--- src/rtl/posterior_bypass_ctrl.sv ---
module posterior_bypass_ctrl #(
  parameter int LAYERS = 8,
  parameter int SLOTS  = 16,
  parameter int COL_W  = 4,
  parameter int LAT    = 2,
  parameter int CNT_W  = 16
) (
  input  logic                         clk,
  input  logic                         rst_n,
  input  logic                         cfg_we,
  input  logic                         cfg_wlist,
  input  logic [$clog2(LAYERS)-1:0]    cfg_layer,
  input  logic [$clog2(SLOTS)-1:0]     cfg_slot,
  input  logic [COL_W-1:0]             cfg_col,
  input  logic                         cfg_byp,
  input  logic                         cfg_len_we,
  input  logic [$clog2(SLOTS+1)-1:0]   cfg_len,
  input  logic [$clog2(LAYERS):0]      num_layers,
  input  logic                         start,
  output logic                         ram_rd_en,
  output logic [COL_W-1:0]             ram_rd_addr,
  output logic                         ram_wr_en,
  output logic [COL_W-1:0]             ram_wr_addr,
  output logic                         fwd_sel,
  output logic                         issue_valid,
  output logic [COL_W-1:0]             issue_col,
  output logic                         wb_valid,
  output logic [COL_W-1:0]             wb_col,
  output logic                         stall,
  output logic                         busy,
  output logic                         done,
  output logic [CNT_W-1:0]             acc_cnt,
  output logic [CNT_W-1:0]             save_cnt
);

  localparam int LW    = $clog2(LAYERS);
  localparam int SW    = $clog2(SLOTS);
  localparam int LEN_W = $clog2(SLOTS+1);
  localparam int IDX_W = $clog2(LAYERS*SLOTS);
  localparam int DLY_W = $clog2(LAT+1);
  localparam int ENT   = LAYERS*SLOTS;

  logic [COL_W-1:0] rcol_m [ENT];
  logic             rbyp_m [ENT];
  logic [COL_W-1:0] wcol_m [ENT];
  logic             wbyp_m [ENT];
  logic [LEN_W-1:0] len_m  [LAYERS];

  logic [IDX_W-1:0] cfg_idx;
  assign cfg_idx = IDX_W'(cfg_layer) * IDX_W'(SLOTS) + IDX_W'(cfg_slot);

  always_ff @(posedge clk) begin
    if (cfg_we && !cfg_wlist) begin
      rcol_m[cfg_idx] <= cfg_col;
      rbyp_m[cfg_idx] <= cfg_byp;
    end
    if (cfg_we && cfg_wlist) begin
      wcol_m[cfg_idx] <= cfg_col;
      wbyp_m[cfg_idx] <= cfg_byp;
    end
    if (cfg_len_we) len_m[cfg_layer] <= cfg_len;
  end

  logic          ract, wact;
  logic [LW-1:0] rl, wl;
  logic [SW-1:0] rs, wp;
  logic [DLY_W-1:0] wdly;
  logic [LW:0]   nl_q;

  logic [IDX_W-1:0] r_idx, w_base, w_idx;
  logic [COL_W-1:0] r_col, w_col;
  logic r_byp, r_last, r_final, w_final, w_byp, w_go, w_last, w_free;
  logic fwd_ok, pend_hit, r_ok, issue;

  assign r_idx   = IDX_W'(rl) * IDX_W'(SLOTS) + IDX_W'(rs);
  assign r_col   = rcol_m[r_idx];
  assign r_byp   = rbyp_m[r_idx] && (rl != '0);
  assign r_last  = (LEN_W'(rs) + LEN_W'(1)) == len_m[rl];
  assign r_final = ((LW+1)'(rl) + (LW+1)'(1)) == nl_q;

  assign w_base  = IDX_W'(wl) * IDX_W'(SLOTS);
  assign w_idx   = w_base + IDX_W'(wp);
  assign w_col   = wcol_m[w_idx];
  assign w_final = ((LW+1)'(wl) + (LW+1)'(1)) == nl_q;
  assign w_byp   = wbyp_m[w_idx] && !w_final;
  assign w_go    = wact && (wdly == '0);
  assign w_last  = (LEN_W'(wp) + LEN_W'(1)) == len_m[wl];
  assign w_free  = !wact || (w_go && w_last);

  assign fwd_ok  = w_go && w_byp && (w_col == r_col);

  always_comb begin
    pend_hit = 1'b0;
    for (int s = 0; s < SLOTS; s++) begin
      if (wact && (SW'(s) >= wp) && (LEN_W'(s) < len_m[wl]) &&
          !(wbyp_m[w_base + IDX_W'(s)] && !w_final) &&
          (wcol_m[w_base + IDX_W'(s)] == r_col))
        pend_hit = 1'b1;
    end
  end

  assign r_ok  = r_byp ? fwd_ok : !pend_hit;
  assign issue = ract && r_ok && (!r_last || w_free);

  assign stall       = ract && !issue;
  assign issue_valid = issue;
  assign issue_col   = r_col;
  assign fwd_sel     = issue && r_byp;
  assign ram_rd_en   = issue && !r_byp;
  assign ram_rd_addr = ram_rd_en ? r_col : '0;
  assign wb_valid    = w_go;
  assign wb_col      = w_col;
  assign ram_wr_en   = w_go && !w_byp;
  assign ram_wr_addr = ram_wr_en ? w_col : '0;
  assign busy        = ract || wact;

  always_ff @(posedge clk or negedge rst_n) begin
    if (!rst_n) begin
      ract <= 1'b0;
      rl   <= '0;
      rs   <= '0;
      nl_q <= '0;
    end else if (start) begin
      ract <= 1'b1;
      rl   <= '0;
      rs   <= '0;
      nl_q <= num_layers;
    end else if (issue) begin
      if (r_last) begin
        rs <= '0;
        if (r_final) ract <= 1'b0;
        else         rl   <= rl + LW'(1);
      end else begin
        rs <= rs + SW'(1);
      end
    end
  end

  always_ff @(posedge clk or negedge rst_n) begin
    if (!rst_n) begin
      wact <= 1'b0;
      wl   <= '0;
      wp   <= '0;
      wdly <= '0;
      done <= 1'b0;
    end else begin
      done <= !start && w_go && w_last && w_final;
      if (start) begin
        wact <= 1'b0;
      end else if (issue && r_last) begin
        wact <= 1'b1;
        wl   <= rl;
        wp   <= '0;
        wdly <= DLY_W'(LAT-1);
      end else if (w_go) begin
        if (w_last) wact <= 1'b0;
        else        wp   <= wp + SW'(1);
      end else if (wact) begin
        wdly <= wdly - DLY_W'(1);
      end
    end
  end

  logic [CNT_W:0] acc_sum, save_sum;
  assign acc_sum  = {1'b0, acc_cnt}  + (CNT_W+1)'(ram_rd_en) + (CNT_W+1)'(ram_wr_en);
  assign save_sum = {1'b0, save_cnt} + (CNT_W+1)'(fwd_sel)   + (CNT_W+1)'(w_go && w_byp);

  always_ff @(posedge clk or negedge rst_n) begin
    if (!rst_n) begin
      acc_cnt  <= '0;
      save_cnt <= '0;
    end else if (start) begin
      acc_cnt  <= '0;
      save_cnt <= '0;
    end else begin
      acc_cnt  <= acc_sum[CNT_W]  ? '1 : acc_sum[CNT_W-1:0];
      save_cnt <= save_sum[CNT_W] ? '1 : save_sum[CNT_W-1:0];
    end
  end

  p_fwd_aligned_r3: assert property (@(posedge clk) disable iff (!rst_n)
    fwd_sel |-> (wb_valid && !ram_wr_en && !ram_rd_en && wb_col == issue_col));

  p_stall_quiet_r4: assert property (@(posedge clk) disable iff (!rst_n)
    stall |-> (!ram_rd_en && !fwd_sel && !issue_valid));

  p_no_rw_collision_r6: assert property (@(posedge clk) disable iff (!rst_n)
    !(ram_rd_en && ram_wr_en && ram_rd_addr == ram_wr_addr));

  p_clear_on_start_r8: assert property (@(posedge clk) disable iff (!rst_n)
    start |=> (acc_cnt == '0 && save_cnt == '0));

  p_count_monotone_r8: assert property (@(posedge clk) disable iff (!rst_n)
    !start |=> (acc_cnt >= $past(acc_cnt) && save_cnt >= $past(save_cnt)));

  p_done_idle_r9: assert property (@(posedge clk) disable iff (!rst_n)
    done |-> !busy);

endmodule

--- config.mk ---
export PLATFORM = sky130hd
export DESIGN_NAME = posterior_bypass_ctrl
export DESIGN_NICKNAME = d
export VERILOG_FILES = /design/src/rtl/posterior_bypass_ctrl.sv
export SDC_FILE = /design/constraint.sdc
export NUM_CORES = 2
export LEC_CHECK = 0
export BUFFER_PORTS_ARGS = -buffer_cell sky130_fd_sc_hd__buf_2
export CAP_MARGIN = 20
export CORE_MARGIN = 2
export CORE_UTILIZATION = 40
export CTS_CLUSTER_SIZE = 10
export DETAILED_ROUTE_END_ITERATION = 10
export GPL_TIMING_DRIVEN = 1
export PLACE_DENSITY = 0.59
export SYNTH_ARGS = -nofsm -noshare
export SYNTH_HDL_FRONTEND = slang
export SYNTH_SLANG_ARGS = --single-unit
--- constraint.sdc ---
create_clock -name clk -period 16.1 [get_ports clk]
set_clock_uncertainty 0.15 [all_clocks]
set_input_delay 3.22 -clock clk [delete_from_list [all_inputs] [get_ports clk]]
set_output_delay 3.22 -clock clk [all_outputs]
set_load 0.1 [all_outputs]
==> run_results.csv <==
group,metric,value,unit
outcome,outcome,"completed",
synthesis,post_synth_inst_count,3432,
layout,nNetsFinal,3557,
setup_path,critPathMaxFanout,113,
layout,layout-area-overhead-vs-synth,11.31,%
synthesis,syn_area,61650,sq um
route,routed_wl,190.0,mm
timing,setup_repair_after_global_routing_missed_its_margin,"no",
setup_path,reg2reg_to,"acc_cnt[13]",
clocking,tritoncts,"done",
route,count_of_unresolved_drc_violations_after_routing,0,
route,routed_via_density,6.254,
layout,final_common_cell,"sky130_fd_sc_hd__edfxtp_1",
timing,period_share,69.74,%
worst_hold_path,timing.hold.worst.class,"flop to flop",
synthesis,synth-async-reset-ratio,4.000,%
clocking,cts_inserted_buffers,158,
clocking,sinks_on_the_clock_net,1375,
power_and_ir_drop,power-per-cell-area,157.7,nW/um^2
setup_path,worst_r2r_path_depth,18,
setup_path,setup.reg_to_reg.worst_slack,7.65,ns
power_and_ir_drop,leakagePower,0.02154,uW
global_route,initial_antenna_violation_count,7,
route,drt_iter0_drc,4610,
setup_path,crit_arrival,7.86,ns
global_route,grt_pass1_wl,266.2,mm
global_route,first_global_vias,34523,
synthesis,post_synth_top_flop,"sky130_fd_sc_hd__edfxtp_1",
route,topmost_layer_with_routed_signal_wires,"met4",
timing,min_period,11.23,ns
worst_hold_path,min_delay_worst_endpoint,"wdly[1]",
die,rows,144,
placed_design,dp_hpwl,127.7,mm
timing,fmaxAchievable,89.06,MHz
route,dr.pass1.iters,6,
global_route,groute.usage.overall,24.00,%
die,coreArea,153500,sq um
timing,finalSetupTns,0,ns
setup_path,crit_path_start_kind,"flop",
clocking,post_cts_resize_count,0,
synthesis,yosys_warnings,0,
setup_path,timing.critical_path.required,12.73,ns
die,initial_utilization,40.16,%
worst_hold_path,min_from,"wdly[1]",
die,floorplan.die.width,396.6,microns
route,final_antenna_net_count,0,
placed_design,port-buffer-count,82,
clocking,postCtsSetupRepairBufs,0,
route,wl_met1,76.51,mm
route,wl_per_cell,33.79,microns
layout,fraction_of_final_layout_cells_sized_beyond_drive_strength_1,22.56,%
layout,fill_cell_instance_count_of_the_final_layout,13235,
synthesis,synth_seq_cells,1375,
layout,mostFrequentLayoutCells,"sky130_fd_sc_hd__edfxtp_1, sky130_fd_sc_hd__mux4_2, sky130_fd_sc_hd__nor2_1",
setup_path,end_kind,"output pin",
setup_path,rr_startpoint,"rs[0]",
synthesis,synth-edff-count,1320,
job,count_of_max_cap_constraint_violations,0,
clocking,cts.clk_slew.worst_paths,0.05,ns
global_route,grt_max_degree,119,
worst_hold_path,worstHoldPathCells,2,
global_route,overflow,0,
route,met2WireLength,88.48,mm
synthesis,synth_fp_nets,3471,
clocking,clk_root_buffer_cell,"sky130_fd_sc_hd__clkbuf_16",
timing,setup_viol,0,
power_and_ir_drop,irDropWorstVdd,0.0001349,V
clocking,clkLatencyLatePin,0.80,ns
synthesis,synthesis.area_per_instance,17.96,sq um
synthesis,synth_cell_types,83,
timing,timing.final.hold_violations,0,
die,ioPinCount,83,
placed_design,globalplace.congestion,0.9637,
timing,worst-slew-pin-transition,1.121,ns
route,vias,35177,
timing,maxSlewHeadroom,25.12,%
setup_path,criticalPathCategory,"flop to output pin",
clocking,postCtsHoldBufs,0,
layout,finish.utilization,44.71,%
synthesis,seq_area_frac_synth,66.52,%
clocking,h-tree-depth,4,
die,die_footprint,157300,sq um
route,detailroute.wirelength.met3,17.04,mm
die,die_y,396.6,microns
clocking,cts_max_path_buffers,3,
timing,total_count_of_max_transition_violations_in_the_final_report,0,
worst max-delay path, stage by stage (launching register included):
cell	delay (ns)
sky130_fd_sc_hd__dfrtp_4	0.95
sky130_fd_sc_hd__buf_12	0.64
sky130_fd_sc_hd__mux4_2	0.61
sky130_fd_sc_hd__mux2i_1	0.26
sky130_fd_sc_hd__a221oi_1	0.15
sky130_fd_sc_hd__a22oi_1	0.50
sky130_fd_sc_hd__o21ai_4	0.42
sky130_fd_sc_hd__xor2_1	0.28
sky130_fd_sc_hd__nand2_1	0.11
sky130_fd_sc_hd__nor4_1	0.06
sky130_fd_sc_hd__nor4_2	0.59
sky130_fd_sc_hd__nand4b_2	0.47
sky130_fd_sc_hd__nor2_1	0.87
sky130_fd_sc_hd__and2_1	0.34
sky130_fd_sc_hd__buf_2	0.47
metrics by stage:
| stage | total power (uW) | cells | hold slack [ns] | cell area, sq um | worst slack (ns) |
|---|---|---|---|---|---|
| final | 10820 | 5625 | 0.3515 | 68630 | 4.872 |
| after global routing | 11110 | 5622 | 0.3831 | 68620 | 4.714 |
| after CTS | 10810 | 5616 | 0.3560 | 68540 | 4.716 |
| after detailed placement | 7610 | 5397 | 0.3432 | 64120 | 5.606 |
| after global placement | 7616 | 5396 | 0.3307 | 64100 | 5.824 |
| after floorplan | 6553 | 3432 | 0.3164 | 61650 | 4.521 |
how the worst max path moves through the flow:
stage	startpoint	cells past startpoint	endpoint
floorplan	wp[0]	17	fwd_sel
global placement	rs[0]	14	ram_rd_addr[3]
detailed placement	rs[0]	14	ram_rd_addr[3]
CTS	rs[0]	14	ram_rd_addr[3]
global route	rs[0]	14	ram_rd_addr[0]
finish	rs[0]	14	ram_rd_addr[3]
metal layers:
| layer | GRT usage (%) | vias to the layer above |
|---|---|---|
| met4 | 9.682 | 0 |
| met5 | 0 | - |
| met1 | 33.21 | 18666 |
| li1 | - | 14170 |
| met3 | 5.011 | 340 |
| met2 | 37.17 | 2001 |
Yosys cell counts (all sizes together) (12+ instances only):
library cell	number	area share, %
dfrtp	55	2.2
nor4	12	0.16
mux4	455	17
clkbuf	82	0.50
nor2b	20	0.20
a31oi	19	0.19
inv	28	0.17
a22oi	49	0.60
mux2	24	0.44
o22ai	17	0.17
nand2b	15	0.15
nor3	31	0.25
xnor2	56	0.80
nand2	114	0.70
mux2i	253	4.1
buf	144	1.4
nand3	58	0.47
edfxtp	1320	64
a21oi	78	0.66
o21ai	30	0.24
nand4	13	0.16
and3	15	0.15
nor2	331	2.0
o221ai	26	0.37
xor2	48	0.68
power breakdown:
group | total (uW) | internal [uW] | switching [uW]
Clock | 3220 | 1840 | 1390
Combinational | 3510 | 1360 | 2150
Sequential | 4090 | 3950 | 136
state kept, by name (all words and copies together), names as in the netlist:
| signal | cells |
|---|---|
| rs | 4 |
| wbyp_m | 128 |
| nl_q | 4 |
| wdly | 2 |
| acc_cnt | 16 |
| save_cnt | 16 |
| done | 1 |
| len_m | 40 |
| rcol_m | 512 |
| wact | 1 |
| wl | 3 |
| wcol_m | 512 |
| wp | 4 |
| rl | 3 |
| ract | 1 |
| rbyp_m | 128 |
cell families (layout without fill, tap and decap cells):
logic type | after synthesis | after routing | synth area share [%]
AO/OA/AOI/OAI | 306 | 306 | 3.525
flip-flops | 1375 | 1375 | 66.52
buffers and inverters | 255 | 400 | 2.070
other | 0 | 4 | 0
AND/OR/NAND/NOR | 648 | 648 | 4.733
multiplexers | 732 | 732 | 21.40
adder cells (fa/ha/maj) | 12 | 12 | 0.2679
XOR/XNOR | 104 | 104 | 1.477
layout make-up:
type | count | area [sq um] | share of cell area, %
multi-input combinational | 1802 | 19410 | 28.28
antenna | 4 | 10.01 | 0.01459
clock inverter | 19 | 244.0 | 0.3555
clock buffer | 200 | 4185 | 6.099
inverter | 29 | 111.4 | 0.1623
timing repair buffer | 152 | 1069 | 1.557
sequential | 1375 | 41040 | 59.81
tap | 2044 | 2557 | 3.727
(Power assumes the default switching activity.)
